`config.mk`:
```
export PLATFORM = sky130hd
export DESIGN_NAME = lss_section_seq
export DESIGN_NICKNAME = d
export VERILOG_FILES = /design/src/rtl/lss_pkg.sv /design/src/rtl/lss_token_chain.sv /design/src/rtl/lss_pixel_counter.sv /design/src/rtl/lss_phase_gen.sv /design/src/rtl/lss_section_seq.sv
export SDC_FILE = /design/constraint.sdc
export NUM_CORES = 1
export LEC_CHECK = 0
export BUFFER_PORTS_ARGS = -buffer_cell sky130_fd_sc_hd__clkbuf_2
export CORE_MARGIN = 1.5
export CORE_UTILIZATION = 42
export DETAILED_ROUTE_END_ITERATION = 10
export PLACE_DENSITY = 0.68
export SLEW_MARGIN = 40
export SYNTH_ARGS = -nofsm -noshare
export SYNTH_HDL_FRONTEND = slang
export SYNTH_HIERARCHICAL = 1
export SYNTH_SLANG_ARGS = --single-unit
```
`constraint.sdc`:
```
create_clock -name clk -period 2.9 [get_ports clk]
set_input_delay 0 -clock clk [delete_from_list [all_inputs] [get_ports clk]]
set_output_delay 0 -clock clk [all_outputs]
set_load 0.005 [all_outputs]
```
`src/rtl/lss_pkg.sv`:
```
package lss_pkg;

    // Width of a pixel number that can hold 0 (idle) through n.
    function automatic int idx_width(input int n);
        return $clog2(n + 1);
    endfunction

    // Control flags derived each cycle from the select register.
    typedef struct packed {
        logic active;   // a period is running
        logic last;     // last pixel presented
        logic launch;   // accepted start token
        logic clash;    // start token seen while active
    } seq_flags_t;

endpackage

```
`src/rtl/lss_token_chain.sv`:
```
module lss_token_chain #(
    parameter int NUM_PIX = 64
) (
    input  logic               clk,
    input  logic               rst,
    input  logic               launch,
    output logic [NUM_PIX-1:0] stage
);

    always_ff @(posedge clk) begin
        if (rst) stage[0] <= 1'b0;
        else     stage[0] <= launch;
    end

    for (genvar g = 1; g < NUM_PIX; g++) begin : g_stage
        always_ff @(posedge clk) begin
            if (rst) stage[g] <= 1'b0;
            else     stage[g] <= stage[g-1];
        end
    end

endmodule

```
`src/rtl/lss_pixel_counter.sv`:
```
module lss_pixel_counter #(
    parameter int NUM_PIX = 64,
    parameter int IDX_W   = lss_pkg::idx_width(NUM_PIX)
) (
    input  logic             clk,
    input  logic             rst,
    input  logic             launch,
    output logic [IDX_W-1:0] idx
);

    localparam logic [IDX_W-1:0] LAST = IDX_W'(NUM_PIX);

    always_ff @(posedge clk) begin
        if (rst)                 idx <= '0;
        else if (launch)         idx <= IDX_W'(1);
        else if (idx == LAST)    idx <= '0;
        else if (idx != '0)      idx <= idx + IDX_W'(1);
    end

endmodule

```
`src/rtl/lss_phase_gen.sv`:
```
module lss_phase_gen (
    input  logic clk,
    input  logic active,
    output logic sample_hold,
    output logic node_reset
);

    // High phase: sample the selected pixel. Low phase: hold, reset node.
    always_comb begin
        sample_hold = clk & active;
        node_reset  = ~clk;
    end

endmodule

```
`src/rtl/lss_section_seq.sv`:
```
module lss_section_seq #(
    parameter int NUM_PIX = 64
) (
    input  logic                                   clk,
    input  logic                                   rst,
    input  logic                                   si,
    output logic [lss_pkg::idx_width(NUM_PIX)-1:0] pix_idx,
    output logic [NUM_PIX-1:0]                     pix_sel,
    output logic                                   out_en,
    output logic                                   sample_hold,
    output logic                                   node_reset,
    output logic                                   so,
    output logic                                   si_violation
);

    import lss_pkg::*;

    localparam int IDX_W = idx_width(NUM_PIX);

    seq_flags_t flags;
    logic       clash_q;

    always_comb begin
        flags.active = |pix_sel;
        flags.last   = pix_sel[NUM_PIX-1];
        flags.launch = si & ~flags.active;
        flags.clash  = si & flags.active;
    end

    lss_token_chain #(.NUM_PIX(NUM_PIX)) u_chain (
        .clk    (clk),
        .rst    (rst),
        .launch (flags.launch),
        .stage  (pix_sel)
    );

    lss_pixel_counter #(.NUM_PIX(NUM_PIX), .IDX_W(IDX_W)) u_count (
        .clk    (clk),
        .rst    (rst),
        .launch (flags.launch),
        .idx    (pix_idx)
    );

    lss_phase_gen u_phase (
        .clk         (clk),
        .active      (flags.active),
        .sample_hold (sample_hold),
        .node_reset  (node_reset)
    );

    always_ff @(posedge clk) begin
        if (rst) clash_q <= 1'b0;
        else     clash_q <= flags.clash;
    end

    assign out_en       = flags.active;
    assign so           = flags.last;
    assign si_violation = clash_q;

    // an accepted start presents pixel 1 on the next cycle
    a_r1_start: assert property (@(posedge clk) disable iff (rst)
        (si && !out_en) |=> (pix_idx == IDX_W'(1) && pix_sel[0]));

    // counter and token chain agree on the selected pixel
    a_r2_sel_match: assert property (@(posedge clk) disable iff (rst)
        (pix_idx != '0) |-> pix_sel[pix_idx - IDX_W'(1)]);

    a_r2_onehot: assert property (@(posedge clk) disable iff (rst)
        $onehot0(pix_sel));

    // chain output only with the last pixel
    a_r3_so_last: assert property (@(posedge clk) disable iff (rst)
        so |-> (pix_idx == IDX_W'(NUM_PIX)));

    // the edge after the last pixel closes the period
    a_r4_close: assert property (@(posedge clk) disable iff (rst)
        (pix_idx == IDX_W'(NUM_PIX)) |=> (!out_en && pix_idx == '0));

    // enable tracks a nonzero pixel number
    a_r5_enable: assert property (@(posedge clk) disable iff (rst)
        out_en == (pix_idx != '0));

    // a start during a period is flagged for one cycle
    a_r8_flag: assert property (@(posedge clk) disable iff (rst)
        (si && out_en) |=> si_violation);

    a_r8_no_flag: assert property (@(posedge clk) disable iff (rst)
        !(si && out_en) |=> !si_violation);

endmodule

```
==> key figures <==
Status
  • Status: finished, final reports clean

Setup path
  • Arr. time, crit path: 2.07 ns
  • Setup CP Type: reg -> out
  • Critical Path Source Type: flip-flop
  • Req. time, crit path: 2.90 ns
  • CP endpoint kind: primary output
  • Worst R2R Start: u_chain/stage[32]$_SDFF_PP0_
  • Reg2reg path depth: 7
  • Critical path origin: u_chain/stage[32]$_SDFF_PP0_
  • Crit Path Max Fanout: 3

Layout
  • Area grow syn2layout: 24.45%
  • Area of the multi-input gates: 902.1 µm²
  • Antenna Cells: 0
  • Filler cell count: 532
  • Layout cells sized above 1: 53.77%
  • Final core utilization: 54.84%
  • Register area: about 0.0014 mm²
  • Final Instance Area: 0.003057 mm²
  • Fin nets: 292

Clock tree
  • Postcts setup bufs: 0
  • Clock insertion delay at the later pin of the skew report: 0.44 ns
  • Clock Pin Slew Worst Setup and Hold Paths: about 0.070 ns
  • TritonCTS clock tree: yes

Worst hold path
  • Worst min-delay path startpoint: rst
  • Hold WC Path Type: in -> reg
  • Hold Path Stages: 2

Timing
  • RSZ-0062 raised after global routing: no
  • Max Fclk: 0.4839 GHz
  • Worst clock skew: 0.009860 ns
  • Slew margin rel.: 50.61%
  • Min cycle time layout: between 2 and 2.5 ns
  • Final Setup Violations: 0
  • Final Cycle Share: 71.25%
  • Endpoints failing hold: 0
  • Worst setup margin: 0.8336 ns
  • Final slew viol count: 0
  • Actual slew at the worst max-slew pin: 0.7408 ns
  • Final setup TNS: 0 ns

Yosys
  • Netlist Area Pre-Place: 0.002456 mm²
  • Ranking of synthesized cells by area: dfxtp_1, nor2b_2, nor4_1, buf_6, nor2b_1
  • Post-synth top area cell: dfxtp_1
  • Netlist cell types: 28
  • Mapped Avg Cell Area: ~12 µm²
  • Yosys top cell area share: 58.69%
  • Mapped Cells: between 200 and 250
  • Synth warn: 6
  • Sequential area share after synthesis: 58.69%
  • Synth Net Count: approximately 210
  • Yosys reg bits: about 70

Pwr
  • Switching Fraction: between 20% and 30%
  • Comb power frac: 3.6%
  • Clock power frac: 41.9%
  • Register share of total power: 54.5%
  • Leak: 1.327 nW
  • Pwr/cell area: 600.9 mW/mm²
  • Worst vdd ir: 0.3684 mV
  • Total power: 1.837 mW
  • Sw power: 0.4081 mW
  • Int Power: 1.429 mW

Global route
  • First-pass GRT wire length: 7.700 mm
  • Largest net degree at the start of global routing: 52
  • Number of global-route vias before repair: around 1600
  • Initial antenna violation count: 0
  • Remaining global-route overflow: 0
  • GR Util All Layers: ~17%

Placement
  • Pre-CTS WS: 0.8534 ns
  • IO Port Bufs: 78
  • Post-DP HPWL: 3.428 mm
  • Placement Cell Area: between 0.002 and 0.003 mm²
  • Gpl congestion: 0.7748

Floorplanning
  • Die height: about 80 µm
  • I/O Pins: 79
  • Die width: between 70 and 80 µm
  • Core Box Area: 0.005574 mm²
  • Rows: 27
  • Die area: 0.006315 mm²
  • Starting Density: 44.06%

Detailed routing
  • Via Count: approximately 1700
  • Via-to-Cell Ratio: 4.602
  • DR DRC count: 0
  • Final wirelength: about 4.9 mm
  • Initial DRT Pass Iterations: 4
  • WL/cell: approximately 14 µm
  • Final ANT Viol Nets: 0
  • Initial DRC Count: 51

Run
  • Max-Cap Viols: 0
==> routing by layer <==
layer / part of all wire, % / vias up / GRT usage, % / wire (µm)
met5: 0 / - / 0 / 0
met4: 0.90 / 0 / 7.544 / 44
met3: 7.7 / 4 / 7.886 / 380
met2: 45 / 57 / 23.14 / 2224
met1: 46 / 773 / 21.30 / 2265
li1: - / 841 / - / -
==> sequential cells by signal, indices dropped and copies added, names as in the netlist <==
register       cells
u_count/idx        7
u_chain/stage     64
si_violation       1
==> path summary, 6_finish.rpt <==
check        slack [ns]                            to
max                0.83                   sample_hold
min                0.11  u_chain/stage[12]$_SDFF_PP0_
max reg2reg        0.88   u_count/idx[3]$_SDFFE_PP0P_
min reg2reg        0.48  u_chain/stage[61]$_SDFF_PP0_
==> critical path, cell delays in order, from the launching register on <==
cell and delay [ns]:
dfxtp_1 0.33, nor4_1 0.43, nand4_1 0.16, nor4_2 0.35
inv_1 0.10, and2_1 0.14, clkbuf_2 0.10
==> Yosys cell counts (all sizes together) <==
master and instances:
a21oi 2, buf 8, xnor2 2, a21boi 2, dfxtp 72, nor4 17, nand4 4, o21ai 5
nand3 2, or4 1, o41a 1, nand2b 1, nor2b 65, xor2 1, inv 5, and2 2
nand2 2, ha 2, or3 3, nor3b 1, nor3 1, nor2 2
==> cells in the final DEF, fill, tap and decap left out, types with 2 or more instances in the layout <==
cell | synthesis | routed
inv_1 | 5 | 6
or3_1 | 2 | 2
a21oi_1 | 2 | 2
clkbuf_8 | 0 | 12
clkbuf_1 | 0 | 4
nor4_2 | 2 | 2
nor2b_2 | 60 | 60
clkinv_2 | 0 | 2
buf_4 | 1 | 2
nand4_1 | 4 | 4
xnor2_1 | 2 | 2
nor4_1 | 15 | 15
nor2_1 | 2 | 2
nand3_1 | 2 | 2
and2_1 | 2 | 2
nor2b_1 | 5 | 5
clkbuf_2 | 0 | 77
o21ai_0 | 5 | 5
nand2_1 | 2 | 2
ha_1 | 2 | 2
dfxtp_1 | 72 | 72
==> timing repair <==
| item | 4_1_cts | 5_1_grt |
|---|---|---|
| hold buffers | 1 | 0 |
| resized for setup | 0 | 0 |
| endpoints found under the hold margin | 2 | 0 |
==> power by group through the flow <==
| stage | combinational (mW) | clock (mW) | sequential, mW |
|---|---|---|---|
| detailed placement | 0.0653 | 0.0289 | 1.02 |
| CTS | 0.0666 | 0.795 | 1.00 |
| finish | 0.0661 | 0.770 | 1.00 |
| global route | 0.0739 | 0.849 | 1.00 |
| global placement | 0.0649 | 0.0289 | 1.02 |
| floorplan | 0.0559 | 0.0127 | 1.02 |
==> final cells by class <==
type | count | share of cell area, %
Multi-Input combinational cell | 116 | 29.51
Clock inverter | 4 | 0.5731
Sequential cell | 72 | 47.16
Inverter | 4 | 0.4912
Clock buffer | 18 | 6.222
Tap cell | 72 | 2.947
Timing Repair Buffer | 78 | 13.10
==> cells by family (layout without fill, tap and decap cells) <==
kind of cell	Yosys count	count (layout)	synth area share, %
buffers and inverters	13	104	4.585
xor gates and xnor gates	3	3	1.070
AOI/OAI and AO/OA	10	10	2.547
and+or+nand+nor	101	101	32.09
adders and majority gates	2	2	1.019
DFF	72	72	58.69
==> stage by stage <==
stage                     hold WS, ns  std cells
after detailed placement       0.1085        344
final                          0.1056        364
after global routing           0.1121        364
after CTS                     0.09080        364
after global placement         0.1085        344
after floorplan               0.02654        201
No activity file was read; power rests on OpenSTA's default activity.
